===== config.mk =====
export PLATFORM = sky130hd
export DESIGN_NAME = dual_issue_hazard_unit
export DESIGN_NICKNAME = d
export VERILOG_FILES = /design/src/rtl/hiu_pkg.sv /design/src/rtl/hiu_src_match.sv /design/src/rtl/hiu_issue_ctrl.sv /design/src/rtl/dual_issue_hazard_unit.sv
export SDC_FILE = /design/constraint.sdc
export NUM_CORES = 1
export LEC_CHECK = 0
export BUFFER_PORTS_ARGS = -buffer_cell sky130_fd_sc_hd__buf_2
export CORE_MARGIN = 2
export CORE_UTILIZATION = 36
export DETAILED_ROUTE_END_ITERATION = 8
export PLACE_DENSITY = 0.76
export REMOVE_ABC_BUFFERS = 1
export SYNTH_ARGS = -nofsm -noshare
export SYNTH_HDL_FRONTEND = slang
export SYNTH_HIERARCHICAL = 1
export SYNTH_SLANG_ARGS = --single-unit

===== constraint.sdc =====
create_clock -name clk_i -period 1.8 [get_ports clk_i]
set_input_delay 0.09 -clock clk_i [delete_from_list [all_inputs] [get_ports clk_i]]
set_output_delay 0.09 -clock clk_i [all_outputs]
set_load 0.03 [all_outputs]

===== src/rtl/hiu_pkg.sv =====
package hiu_pkg;
  localparam int unsigned REG_AW_DEF = 5;
  localparam int unsigned NSRC       = 2;

  typedef enum logic {
    PH_NORMAL = 1'b0,
    PH_HOLD   = 1'b1
  } phase_e;
endpackage


===== src/rtl/hiu_src_match.sv =====
module hiu_src_match #(
  parameter int unsigned AW = 5,
  parameter int unsigned N  = 2
) (
  input  logic [N-1:0][AW-1:0] src_i,
  input  logic [N-1:0]         used_i,
  input  logic [AW-1:0]        dst_i,
  input  logic                 dst_vld_i,
  output logic                 hit_o
);
  logic [N-1:0] eq;
  logic         dst_live;

  // register 0 is hardwired and carries no dependency
  assign dst_live = dst_vld_i && (dst_i != '0);

  for (genvar g = 0; g < N; g++) begin : g_cmp
    assign eq[g] = dst_live && used_i[g] && (src_i[g] == dst_i);
  end

  assign hit_o = |eq;
endmodule


===== src/rtl/hiu_issue_ctrl.sv =====
module hiu_issue_ctrl
  import hiu_pkg::*;
(
  input  logic clk_i,
  input  logic rst_ni,
  input  logic pkt_valid_i,
  input  logic luse_alu_i,
  input  logic luse_ls_i,
  input  logic intra_i,
  output logic stall_o,
  output logic alu_issue_o,
  output logic ls_issue_o,
  output logic hold_o
);
  phase_e ph_q, ph_d;

  always_comb begin
    ph_d        = ph_q;
    stall_o     = 1'b0;
    alu_issue_o = 1'b0;
    ls_issue_o  = 1'b0;
    unique case (ph_q)
      PH_NORMAL: begin
        if (pkt_valid_i) begin
          if (luse_alu_i || luse_ls_i) begin
            stall_o = 1'b1;
          end else if (intra_i) begin
            stall_o     = 1'b1;
            alu_issue_o = 1'b1;
            ph_d        = PH_HOLD;
          end else begin
            alu_issue_o = 1'b1;
            ls_issue_o  = 1'b1;
          end
        end
      end
      PH_HOLD: begin
        // ALU half already left; only the held load/store is checked
        if (luse_ls_i) begin
          stall_o = 1'b1;
        end else begin
          ls_issue_o = 1'b1;
          ph_d       = PH_NORMAL;
        end
      end
      default: ph_d = PH_NORMAL;
    endcase
  end

  always_ff @(posedge clk_i or negedge rst_ni) begin
    if (!rst_ni) ph_q <= PH_NORMAL;
    else         ph_q <= ph_d;
  end

  assign hold_o = (ph_q == PH_HOLD);

  a_r3_luse_bubble: assert property (@(posedge clk_i) disable iff (!rst_ni)
    (!hold_o && pkt_valid_i && luse_alu_i) |-> (stall_o && !alu_issue_o && !ls_issue_o));
  a_r4_luse_ls_bubble: assert property (@(posedge clk_i) disable iff (!rst_ni)
    (pkt_valid_i && luse_ls_i) |-> (stall_o && !alu_issue_o && !ls_issue_o));
  a_r6_split_enters_hold: assert property (@(posedge clk_i) disable iff (!rst_ni)
    (!hold_o && alu_issue_o && !ls_issue_o) |=> hold_o);
  a_r6_hold_no_alu: assert property (@(posedge clk_i) disable iff (!rst_ni)
    hold_o |-> !alu_issue_o);
  a_r8_luse_before_split: assert property (@(posedge clk_i) disable iff (!rst_ni)
    (!hold_o && pkt_valid_i && luse_alu_i && intra_i) |=> !hold_o);
  a_r10_hold_stays: assert property (@(posedge clk_i) disable iff (!rst_ni)
    (hold_o && stall_o) |=> hold_o);
  a_r2_go_means_both: assert property (@(posedge clk_i) disable iff (!rst_ni)
    (!hold_o && pkt_valid_i && !stall_o) |-> (alu_issue_o && ls_issue_o));
endmodule


===== src/rtl/dual_issue_hazard_unit.sv =====
module dual_issue_hazard_unit
  import hiu_pkg::*;
#(
  parameter int unsigned REG_AW = REG_AW_DEF
) (
  input  logic              clk_i,
  input  logic              rst_ni,
  input  logic              pkt_valid_i,
  input  logic [REG_AW-1:0] alu_rs1_i,
  input  logic              alu_rs1_use_i,
  input  logic [REG_AW-1:0] alu_rs2_i,
  input  logic              alu_rs2_use_i,
  input  logic [REG_AW-1:0] alu_rd_i,
  input  logic              alu_rd_we_i,
  input  logic [REG_AW-1:0] ls_rs1_i,
  input  logic              ls_rs1_use_i,
  input  logic [REG_AW-1:0] ls_rs2_i,
  input  logic              ls_rs2_use_i,
  input  logic [REG_AW-1:0] ex_rd_i,
  input  logic              ex_load_i,
  output logic              stall_o,
  output logic              alu_issue_o,
  output logic              ls_issue_o,
  output logic              split_hold_o
);
  logic [NSRC-1:0][REG_AW-1:0] alu_src, ls_src;
  logic [NSRC-1:0]             alu_use, ls_use;
  logic luse_alu, luse_ls, intra;

  assign alu_src = {alu_rs2_i, alu_rs1_i};
  assign alu_use = {alu_rs2_use_i, alu_rs1_use_i};
  assign ls_src  = {ls_rs2_i, ls_rs1_i};
  assign ls_use  = {ls_rs2_use_i, ls_rs1_use_i};

  hiu_src_match #(.AW(REG_AW), .N(NSRC)) u_luse_alu (
    .src_i(alu_src), .used_i(alu_use), .dst_i(ex_rd_i), .dst_vld_i(ex_load_i),
    .hit_o(luse_alu));

  hiu_src_match #(.AW(REG_AW), .N(NSRC)) u_luse_ls (
    .src_i(ls_src), .used_i(ls_use), .dst_i(ex_rd_i), .dst_vld_i(ex_load_i),
    .hit_o(luse_ls));

  hiu_src_match #(.AW(REG_AW), .N(NSRC)) u_intra (
    .src_i(ls_src), .used_i(ls_use), .dst_i(alu_rd_i), .dst_vld_i(alu_rd_we_i),
    .hit_o(intra));

  hiu_issue_ctrl u_ctrl (
    .clk_i(clk_i), .rst_ni(rst_ni), .pkt_valid_i(pkt_valid_i),
    .luse_alu_i(luse_alu), .luse_ls_i(luse_ls), .intra_i(intra),
    .stall_o(stall_o), .alu_issue_o(alu_issue_o), .ls_issue_o(ls_issue_o),
    .hold_o(split_hold_o));

  a_r5_r0_no_luse: assert property (@(posedge clk_i) disable iff (!rst_ni)
    (ex_rd_i == '0) |-> (!luse_alu && !luse_ls));
  a_r5_r0_no_split: assert property (@(posedge clk_i) disable iff (!rst_ni)
    (alu_rd_i == '0) |-> !intra);
  a_r7_alu_fwd_no_stall: assert property (@(posedge clk_i) disable iff (!rst_ni)
    (!ex_load_i && !split_hold_o && !intra) |-> !stall_o);
  a_r9_unused_src: assert property (@(posedge clk_i) disable iff (!rst_ni)
    (!ls_rs1_use_i && !ls_rs2_use_i) |-> (!intra && !luse_ls));
endmodule


==> flow_summary_export.csv <==
group,metric,value,unit
status,status,"finished, final reports clean",
cts,clock_latency,0,ns
sta,tightest_slew,0.325,ns
floorplanning,die_area,1670,um^2
global_routing,grt_pass1_vias,509,
setup_path,cp.required,1.71,ns
logic_synthesis,ys.flop_type,"dfrtp_1",
setup_path,crit_type,"in -> out",
logic_synthesis,ys_types,15,
route,drt-vias-per-instance,4.99,
logic_synthesis,yosysTopAreaCell,"xor2_1",
logic_synthesis,yosysMostFrequentCell,"xor2_1",
setup_path,slowest_stage,"or4_4",
setup_path,end_kind,"output port",
global_routing,grt_max_degree,7,
setup_path,worstPathArrival,1.63,ns
logic_synthesis,synth.avg_cell_area,8.27,um^2
sta,maxSlewViolCount,0,
route,drt_iter0_drc,0,
placement,place_worst_setup_slack,0.0311,ns
logic_synthesis,synth_compound_area_share,13.1,%
final_layout,multiInputGateArea,485,um^2
logic_synthesis,ys_top_cells_by_area,"xor2_1, xnor2_1, nor4_2",
logic_synthesis,seq_area_frac_synth,5.13,%
logic_synthesis,synth_edf_count,0,
setup_path,cpPeakStageDelay,0.51,ns
power,ir_worst_vdd,0.106,mV
final_layout,n_antenna_cell,0,
logic_synthesis,synth_top_family_by_area,"XOR/XNOR gates",
sta,setup_slack,0.0799,ns
placement,dp_hpwl,1.14,mm
logic_synthesis,yosys_warnings,6,
global_routing,grt_overflow,0,
sta,final.period_utilization,95.6,%
route,dr_total_vias,594,
logic_synthesis,synth_commonest_cells,"xor2_1, nand3_1, xnor2_1",
sta,fin_skew,0,ns
setup_path,worstPathCellList,"buf_4, or4_4, o21ai_2, a21oi_2, or3b_1, a21oi_2, buf_6",
final_layout,fin_nets,145,
setup_path,path_common_cell,"a21oi_2",
route,drtAntennaViolNets,0,
final_layout,syn_to_final_growth,59.2,%
cts,cts_setup_buffers,0,
placement,numPortBuffers,42,
floorplanning,fp-row-count,13,
cts,cts.reportedPaths.clkPinSlew,0,ns
route,wire_per_inst,11.0,um
route,routed_wl,1.31,mm
logic_synthesis,syn_inst,59,
sta,relSlewSlack,78.1,%
sta,fin_tns_setup,0,ns
floorplanning,die_h,40.8,um
global_routing,track_usage,16.6,%
final_layout,fillers,125,
logic_synthesis,synth_adder_area_share,0,%
logic_synthesis,syn-cell-area,488,um^2
global_routing,grt_pass1_wl,1.99,mm
floorplanning,core-area,1280,um^2
setup_path,crit_fanout,6,
floorplanning,dieWidth,40.8,um
power,leakage,0.361,nW
logic_synthesis,synth_top_area_share,43.1,%
sta,fmax,581,MHz
final_layout,drive_above_1_share,53.8,%
hold_path,holdCritPathClass,"in -> async",
logic_synthesis,synth_xor_area_share,53.8,%
global_routing,antenna_found_initial,0,
run,cap_violations,0,
floorplanning,io_pins,43,
floorplanning,initial_core_util,38.0,%
placement,gp_congestion,0.766,
final_layout,largest_reg_flops,1,
route,drc,0,
logic_synthesis,synthMuxAreaShare,0,%
sta,hold_violations,0,
final_layout,ff_latch_area,25.0,um^2
logic_synthesis,synth-seq-cells,1,
logic_synthesis,synth_simple_gate_area_share,27.2,%
power,powerDensity,244,nW/um^2
sta,min_period,1.72,ns
sta,setup_viol,0,
route,drt_pass1_iterations,1,
logic_synthesis,async_flop_share,100,%
setup_path,crit_path_start_kind,"input pin",
-- placed cells by master (no fill, tap or decap) --
master and instances:
buf_2 40, nor4_2 3, dfrtp_1 1, nor4_1 3, o21ai_2 2, buf_6 1
buf_4 3, o21ba_1 1, nand3_1 6, o21ai_1 1, or4_1 1, inv_1 1
a22o_1 1, dlygate4sd3_1 1, a21oi_1 1, o22a_2 1, xor2_1 24, xnor2_1 6
nor4b_2 1, or4_4 2, or3b_1 1, a21oi_2 3
-- final cells by class --
cell class	count	share of cell area, %
multi-input combinational	57	62.5
timing repair buffer	45	31.4
sequential	1	3.22
tap	15	2.42
inverter	1	0.483
-- final timing paths --
check | startpoint | to | slack, ns | cells after the start
max reg2reg | u_ctrl/hold_o | u_ctrl/hold_o | 0.86 | 2
min in group clk_i | alu_rd_we_i | u_ctrl/hold_o | 0.53 | 4
min | rst_ni | u_ctrl/hold_o | 0.40 | 2
min reg2reg | u_ctrl/hold_o | u_ctrl/hold_o | 0.61 | 1
max | ex_rd_i[4] | ls_issue_o | 0.08 | 7
max in group asynchronous | rst_ni | u_ctrl/hold_o | 1.31 | 2
-- metrics by stage --
stage                     area (um^2)  power, W  util (%)  instances  hold slack [ns]
after detailed placement          732  0.000180      57.0        118           -0.134
after floorplan                   488  0.000100         -         59           -0.206
after global placement            732  0.000176      57.0        118           -0.136
after global routing              777  0.000206      60.5        119            0.439
after CTS                         742  0.000181      57.7        119            0.401
final                             777  0.000189      60.5        119            0.404
-- cells by family (layout without fill, tap and decap cells) --
family | count (synthesis) | after routing
AOI/OAI and AO/OA | 10 | 10
xor gates and xnor gates | 30 | 30
buffers and inverters | 1 | 46
DFF | 1 | 1
and+or+nand+nor | 17 | 17
-- routing by layer --
layer / global-route usage [%] / vias up / wire length (um)
met4: 0 / 0 / 0
met2: 34.4 / 21 / 709
met1: 19.6 / 265 / 519
li1: - / 308 / -
met5: 0 / - / 0
met3: 0 / 0 / 77
-- power breakdown --
part | internal (W) | switching, W
combinational | 0.0000836 | 0.0000823
sequential | 0.0000231 | 0.000000356
clock | 0 | 0
-- critical path, delay by kind of cell --
family                 cells  cell delay (ns)
buffers and inverters      2             0.28
AOI/OAI and AO/OA          3             0.35
and+or+nand+nor            2             0.89
-- repair_timing --
action	CTS	global route
setup endpoints to repair	0	1
hold buffers	1	0
gates resized for setup	0	12
hold endpoints to repair	1	0
Power figures use the tool's default switching activity.
